--- config.mk ---
export PLATFORM = sky130hd
export DESIGN_NAME = ledSerialCtl
export DESIGN_NICKNAME = d
export VERILOG_FILES = /design/src/rtl/ledCtlPkg.sv /design/src/rtl/ledCtlControl.sv /design/src/rtl/ledCtlDatapath.sv /design/src/rtl/ledSerialCtl.sv
export SDC_FILE = /design/constraint.sdc
export NUM_CORES = 1
export LEC_CHECK = 0
export ABC_AREA = 1
export BUFFER_PORTS_ARGS = -buffer_cell sky130_fd_sc_hd__buf_2
export CAP_MARGIN = 40
export CELL_PAD_IN_SITES_DETAIL_PLACEMENT = 1
export CELL_PAD_IN_SITES_GLOBAL_PLACEMENT = 1
export CORE_UTILIZATION = 40
export DETAILED_ROUTE_END_ITERATION = 12
export GPL_TIMING_DRIVEN = 0
export PLACE_DENSITY = 0.78
export SLEW_MARGIN = 30
export SYNTH_ARGS = -nofsm -noshare
export SYNTH_HDL_FRONTEND = slang
export SYNTH_HIERARCHICAL = 1
export SYNTH_SLANG_ARGS = --single-unit
--- constraint.sdc ---
create_clock -name clk -period 1.2 [get_ports clk]
set_input_delay 0.18 -clock clk [delete_from_list [all_inputs] [get_ports clk]]
set_output_delay 0.18 -clock clk [all_outputs]
set_load 0.1 [all_outputs]
--- src/rtl/ledCtlPkg.sv ---
package ledCtlPkg;
  typedef struct packed {
    logic shiftOn;
    logic shiftDc;
    logic latchOn;
    logic followDc;
    logic modeDc;
    logic blankS;
    logic serialBit;
  } ctlStrobes_t;
endpackage

--- src/rtl/ledCtlControl.sv ---
module ledCtlControl
  import ledCtlPkg::*;
#(
  parameter int SYNC_STAGES = 2
) (
  input  logic        clk,
  input  logic        rstN,
  input  logic        sclkIn,
  input  logic        sinIn,
  input  logic        latchIn,
  input  logic        modeIn,
  input  logic        blankIn,
  output ctlStrobes_t strobes
);
  localparam int PINS = 5;

  logic [PINS-1:0] syncChain [SYNC_STAGES];
  logic [PINS-1:0] pinsS;
  logic            sclkPrev;
  logic            latchPrev;

  genvar g;
  generate
    for (g = 0; g < SYNC_STAGES; g++) begin : gSync
      always_ff @(posedge clk or negedge rstN) begin
        if (!rstN) syncChain[g] <= '0;
        else if (g == 0) syncChain[g] <= {sinIn, blankIn, modeIn, latchIn, sclkIn};
        else syncChain[g] <= syncChain[g-1];
      end
    end
  endgenerate

  assign pinsS = syncChain[SYNC_STAGES-1];

  always_ff @(posedge clk or negedge rstN) begin
    if (!rstN) begin
      sclkPrev  <= 1'b0;
      latchPrev <= 1'b0;
    end else begin
      sclkPrev  <= pinsS[0];
      latchPrev <= pinsS[1];
    end
  end

  always_comb begin
    strobes.modeDc    = pinsS[2];
    strobes.blankS    = pinsS[3];
    strobes.serialBit = pinsS[4];
    strobes.shiftOn   = pinsS[0] & ~sclkPrev & ~pinsS[2];
    strobes.shiftDc   = pinsS[0] & ~sclkPrev & pinsS[2];
    strobes.latchOn   = pinsS[1] & ~latchPrev & ~pinsS[2];
    strobes.followDc  = pinsS[1] & pinsS[2];
  end
endmodule

--- src/rtl/ledCtlDatapath.sv ---
module ledCtlDatapath
  import ledCtlPkg::*;
#(
  parameter int CHANNELS = 16,
  parameter int CODE_W   = 7
) (
  input  logic                         clk,
  input  logic                         rstN,
  input  ctlStrobes_t                  strobes,
  input  logic                         blankIn,
  input  logic [CHANNELS-1:0]          openFlagIn,
  input  logic                         hotFlagIn,
  output logic                         soutOut,
  output logic [CHANNELS-1:0]          chanEn,
  output logic [CHANNELS*CODE_W-1:0]   chanCode,
  output logic                         errDriveEn,
  output logic                         errData
);
  localparam int DC_W = CHANNELS * CODE_W;

  logic [CHANNELS-1:0] onShift;
  logic [CHANNELS-1:0] onLatch;
  logic [DC_W-1:0]     dcShift;
  logic [DC_W-1:0]     dcLatch;
  logic [CHANNELS-1:0] openMeta;
  logic [CHANNELS-1:0] openSync;
  logic                hotMeta;
  logic                hotSync;
  logic [CHANNELS-1:0] openLive;

  always_ff @(posedge clk or negedge rstN) begin
    if (!rstN) begin
      onShift <= '0;
      dcShift <= '0;
    end else begin
      if (strobes.shiftOn) onShift <= {onShift[CHANNELS-2:0], strobes.serialBit};
      if (strobes.shiftDc) dcShift <= {dcShift[DC_W-2:0], strobes.serialBit};
    end
  end

  always_ff @(posedge clk or negedge rstN) begin
    if (!rstN) begin
      onLatch <= '0;
      dcLatch <= {CHANNELS{{CODE_W{1'b1}}}};
    end else begin
      if (strobes.latchOn)  onLatch <= onShift;
      if (strobes.followDc) dcLatch <= dcShift;
    end
  end

  always_ff @(posedge clk or negedge rstN) begin
    if (!rstN) begin
      openMeta <= '0;
      openSync <= '0;
      hotMeta  <= 1'b0;
      hotSync  <= 1'b0;
    end else begin
      openMeta <= openFlagIn;
      openSync <= openMeta;
      hotMeta  <= hotFlagIn;
      hotSync  <= hotMeta;
    end
  end

  genvar ch;
  generate
    for (ch = 0; ch < CHANNELS; ch++) begin : gChan
      assign openLive[ch] = openSync[ch] & onLatch[ch] & ~strobes.blankS;
      assign chanEn[ch]   = onLatch[ch] & ~blankIn;
    end
  endgenerate

  always_ff @(posedge clk or negedge rstN) begin
    if (!rstN) errDriveEn <= 1'b0;
    else       errDriveEn <= hotSync | (|openLive);
  end

  assign errData  = 1'b0;
  assign chanCode = dcLatch;
  assign soutOut  = strobes.modeDc ? dcShift[DC_W-1] : onShift[CHANNELS-1];
endmodule

--- src/rtl/ledSerialCtl.sv ---
module ledSerialCtl
  import ledCtlPkg::*;
#(
  parameter int CHANNELS = 16,
  parameter int CODE_W   = 7
) (
  input  logic                       clk,
  input  logic                       rstN,
  input  logic                       sclkIn,
  input  logic                       sinIn,
  input  logic                       latchIn,
  input  logic                       modeIn,
  input  logic                       blankIn,
  input  logic [CHANNELS-1:0]        openFlagIn,
  input  logic                       hotFlagIn,
  output logic                       soutOut,
  output logic [CHANNELS-1:0]        chanEn,
  output logic [CHANNELS*CODE_W-1:0] chanCode,
  output logic                       errDriveEn,
  output logic                       errData
);
  ctlStrobes_t strobes;

  ledCtlControl #(.SYNC_STAGES(2)) control (
    .clk(clk), .rstN(rstN), .sclkIn(sclkIn), .sinIn(sinIn),
    .latchIn(latchIn), .modeIn(modeIn), .blankIn(blankIn),
    .strobes(strobes)
  );

  ledCtlDatapath #(.CHANNELS(CHANNELS), .CODE_W(CODE_W)) datapath (
    .clk(clk), .rstN(rstN), .strobes(strobes), .blankIn(blankIn),
    .openFlagIn(openFlagIn), .hotFlagIn(hotFlagIn), .soutOut(soutOut),
    .chanEn(chanEn), .chanCode(chanCode), .errDriveEn(errDriveEn),
    .errData(errData)
  );
endmodule

* After elaboration in Yosys (flattened, before gate mapping)
Index checks and enable logic that the tools add are counted.
Storage, ports and cells: register bits after elaboration 303, bits of input ports 24, logic and storage cells 75
Cells by class: mux-type cells 1, bitwise operators 60, reduce and logical (&&, ||, !) cells 1
Operators with widths (number):
- $and A1 B1 Y1 | 54
- $reduce_or A16 Y1 | 1
- $not A1 Y1 | 5
- $mux W1 | 1
- $or A1 B1 Y1 | 1

* Logic depth before layout (Yosys ltp)
depth in word-level cells 4, gate-level depth with buffers 8, mapped depth without buffers 6

* Modules after synthesis
Netlist, hierarchy kept.
By module, submodules not included:
- ledCtlDatapath | cells an instance 949, instances 1, area an instance 10702.8 sq um, sequential area each 7422.1 sq um
- ledCtlControl | cells an instance 25, instances 1, area an instance 362.8 sq um, sequential area each 300.3 sq um

* Worst setup path before layout
Ideal clock, no wire load.
path kind reg-to-output, start register control.syncChain (netlist bit control/pinsS[2]), end output soutOut, data arrival time 2658 ps, path buffers 1, slack -1638 ps, stages on the path, launching flop included 3, cell sequence dfrtp_1 buf_4 o21ai_0
Between the ends: word-level cells in the longest chain between the ends 1
Ends and longest elaborated chain:
- from (decl) | line ledCtlControl.sv:17 | logic [PINS-1:0] syncChain [SYNC_STAGES];
- from (signal, indexed assignment) | line ledCtlControl.sv:27 | else if (g == 0) syncChain[g] <= {sinIn, blankIn, modeIn, latchIn, sclkIn};
- from (signal, indexed assignment) | line ledCtlControl.sv:28 | else syncChain[g] <= syncChain[g-1];
- $mux W1 | line ledCtlDatapath.sv:80 | assign soutOut = strobes.modeDc ? dcShift[DC_W-1] : onShift[CHANNELS-1];
- to (decl) | line ledSerialCtl.sv:16 | output logic soutOut,
No other way between the ends.

==> summary.md <==
| Metric | Value |
|---|---|
| Status | `finished, violations left` |
| Failing checks | `hold timing, setup timing` |
| Fillers | `2218` |
| Cell Area, Synth | `11070 um2` |
| DR pass1 iterations | `5` |
| Peak Freq | `between 0.6 and 0.7 GHz` |
| Bufs on Longest Clock Path | `3` |
| LEAKAGE | `just under 0.009 uW` |
| Worst hold slack | `-362.4 ps` |
| Cell area after placement | `12470 um2` |
| Setup-failing EPs final | `approximately 390` |
| H-tree depth | `2` |
| Routed Wire Length | `~57 mm` |
| Layout cell share with drive strength beyond 1 | `approximately 70%` |
| Critical setup path kind | `reg -> reg` |
| Final Max Tran Viols | `0` |
| DRC | `0` |
| Die height | `approximately 170 um` |
| Setup TNS | `-118530 ps` |
| Synth Net Count | `approximately 1000` |
| Die Area | `approximately 28000 um2` |
| Crit-path cells | `buf_4 -> buf_6 -> nand2_4 -> inv_8 -> buf_12 -> buf_12 -> clkbuf_16 -> nor2_1 -> a21oi_1` |
| Rows | `60` |
| Vias in the first global route | `roughly 10000` |
| Top-Level Pins | `around 160` |
| Busiest grt layer | `met2` |
| Die width | `about 170 um` |
| Power Density | `roughly 2400 nW/um2` |
| Clk_lat worst skew | `about 550 ps` |
| TritonCTS clock tree | `built` |
| Starting density of the core | `40.94%` |
| WP data arrival | `~2100 ps` |
| Synth cell types | `18` |
| Largest stage delay, worst path | `430 ps` |
| Worst path slowest cell | `dfrtp_2` |
| Initial antenna violation count | `1` |
| Hold crit path type | `in -> async` |
| Hold Vio Cnt, Final | `52` |
| Yosys warnings | `6` |
| Hold Buf Count CTS | `22` |
| VDD IR-drop max | `2291 uV` |
| Register area share after synthesis | `between 60% and 70%` |
| Startpoint types | `register` |
| Grt ovf | `0` |
| CP max FO | `7` |
| Antenna-violating nets left | `0` |
| Detailed placement HPWL | `~18 mm` |
| # Max-Cap Violations | `0` |
| Largest net degree at the start of global routing | `a little under 90` |
| GPL Wtd Cong | `between 0.7 and 0.8` |
| Port Buf Inserts | `between 150 and 200` |
| Final nets | `~1400` |
| Final worst-path setup slack | `-456.5 ps` |
| CTS Root Cell | `clkbuf_16` |
| Worst slew pin tran | `between 600 and 700 ps` |
| WP data required | `~1600 ps` |
| Top cells by area, synth | `dfrtp_1 43%, dfstp_2 27%, mux2_2 5.4%` |
| Largest area contributor in the netlist | `dfrtp_1` |
| Gr usage total | `30.32%` |
| Global-route wire length before repair | `roughly 64 mm` |
| Placed cell count | `around 1500` |
| Clock transition at path regs | `~60 ps` |
| Met3 usage | `6.112%` |
| Clock period minus worst slack | `around 1700 ps` |
| Met2 GRT Util | `a little over half` |
| Iteration-0 DRC Markers | `745` |
| Finished Layout Cells | `1718` |
| Slew HR | `between 50% and 60%` |
| Non-Filler Cell Area, Final | `20450 um2` |
| Routed wire length per instance | `~33 um` |
| Setup Skew | `48.76 ps` |
| Vias/cell | `about 5.6` |
| CTS buffer count | `34` |
| Most frequent CP cell | `buf_12` |
| FF-to-FF path depth | `9` |
| Synth Register Bits | `slightly above 300` |
| Via count | `9613` |
| Core Region | `about 27000 um2` |
| Period utilization | `138.0%` |
| Post-synth top area share | `roughly 43%` |
| Synthesized area per cell | `11.36 um2` |
| Worst Setup End Kind | `register` |
| Met1 Use GR | `between 30% and 40%` |
| Synthesis-to-finish area growth | `84.79%` |
| Cells after Synth | `between 900 and 1000` |
| Clock tree sinks | `about 300` |
| Unrepaired setup endpoints after global routing | `yes` |
[logic make-up (layout without fill, tap and decap cells)]
family / after synthesis / after routing / synth area share [%]
flops: 303 / 303 / 69.79
simple gates: 264 / 264 / 8.989
compound gates: 207 / 207 / 9.430
buf+inv: 146 / 548 / 6.366
mux: 53 / 53 / 5.393
other cells: 1 / 2 / 0.03389
[placed cells by master (no fill, tap or decap), drive strengths merged]
cell type / instances
buf: 348
dfrtp: 191
nor2: 155
a21oi: 119
dfstp: 112
nand2: 108
inv: 89
o21ai: 85
clkbuf: 79
mux2: 53
dlygate4sd3: 22
clkinv: 5
clkinvlp: 3
a21o: 3
bufinv: 2
diode: 1
nand3: 1
conb: 1
[cell type report]
class	instances	area [um2]	share of cell area (%)
timing repair buffer	347	5150	25.19
multi-input combinational	525	4855	23.74
antenna	1	2.502	0.01224
sequential	303	7724	37.77
clock buffer	52	1022	4.999
buffer	50	815.8	3.989
tap	341	426.7	2.087
clock inverter	10	111.4	0.5446
inverter	89	341.6	1.670
[path summary, 6_finish.rpt]
check                                                startpoint                                end  slack [ps]
max in group asynchronous                                  rstN  datapath/chanCode[55]$_DFFE_PN1P_         320
worst min register to register  datapath/openMeta[10]$_DFF_PN0_    datapath/openSync[10]$_DFF_PN0_         350
min in group clk                                  openFlagIn[7]     datapath/openMeta[7]$_DFF_PN0_         320
worst min-delay path                                       rstN      datapath/errDriveEn$_DFF_PN0_        -360
worst max register to register       control/pinsS[2]$_DFF_PN0_  datapath/chanCode[83]$_DFFE_PN1P_        -460
worst max-delay path                 control/pinsS[2]$_DFF_PN0_  datapath/chanCode[83]$_DFFE_PN1P_        -460
[cells in the mapped netlist]
library cell  instances
mux2_2               53
nand2_1             108
clkbuf_1             10
dfrtp_1             191
a21oi_1             119
nor2_2                1
buf_4                12
buf_2                23
buf_1                 1
buf_6                11
inv_1                88
a21o_1                3
dfstp_2             112
o21ai_0              85
nand3_1               1
conb_1                1
nor2_1              154
inv_2                 1
[metrics by stage]
| step | setup WS (ps) | utilization, % | power (uW) |
|---|---|---|---|
| floorplan | -148.0 | - | 25270 |
| global placement | -5607 | 45.80 | 27240 |
| detailed placement | -340.1 | 46.14 | 27620 |
| CTS | -395.8 | 66.81 | 44160 |
| global route | -500.5 | 75.66 | 50380 |
| finish | -456.5 | 75.66 | 49540 |
[registers in the layout (all words and copies together), names as in the netlist]
name and count:
control/syncChain 5, datapath/chanCode 112, datapath/errDriveEn 1, datapath/onLatch 16
control/pinsS 5, control/sclkPrev 1, control/latchPrev 1, datapath/openSync 16
datapath/hotSync 1, datapath/onShift 16, datapath/dcShift 112, datapath/hotMeta 1
datapath/openMeta 16
[routing by layer]
metal | vias to the layer above | wire length [um]
li1 | 3870 | -
met1 | 5086 | 21220
met2 | 475 | 29570
met3 | 182 | 3017
met4 | 0 | 3533
met5 | - | 0
[worst max-delay path: cells and delay by family (launching register included)]
| kind | cells | cell delay [ps] |
|---|---|---|
| compound gates | 1 | 200 |
| flops | 1 | 430 |
| simple gates | 2 | 130 |
| buf+inv | 6 | 810 |
[timing repair]
action	in CTS	in global routing
pin swaps	60	57
cloned	27	18
hold endpoints to repair	74	52
gates resized for setup	930	418
buffers inserted	64	75
endpoints found under the setup margin	387	387
[power by group]
group	total (uW)	internal (uW)	switching (uW)
clock	11200	6350	4890
combinational	22000	7990	14000
sequential	16300	13300	3020
Power figures use the tool's default switching activity.
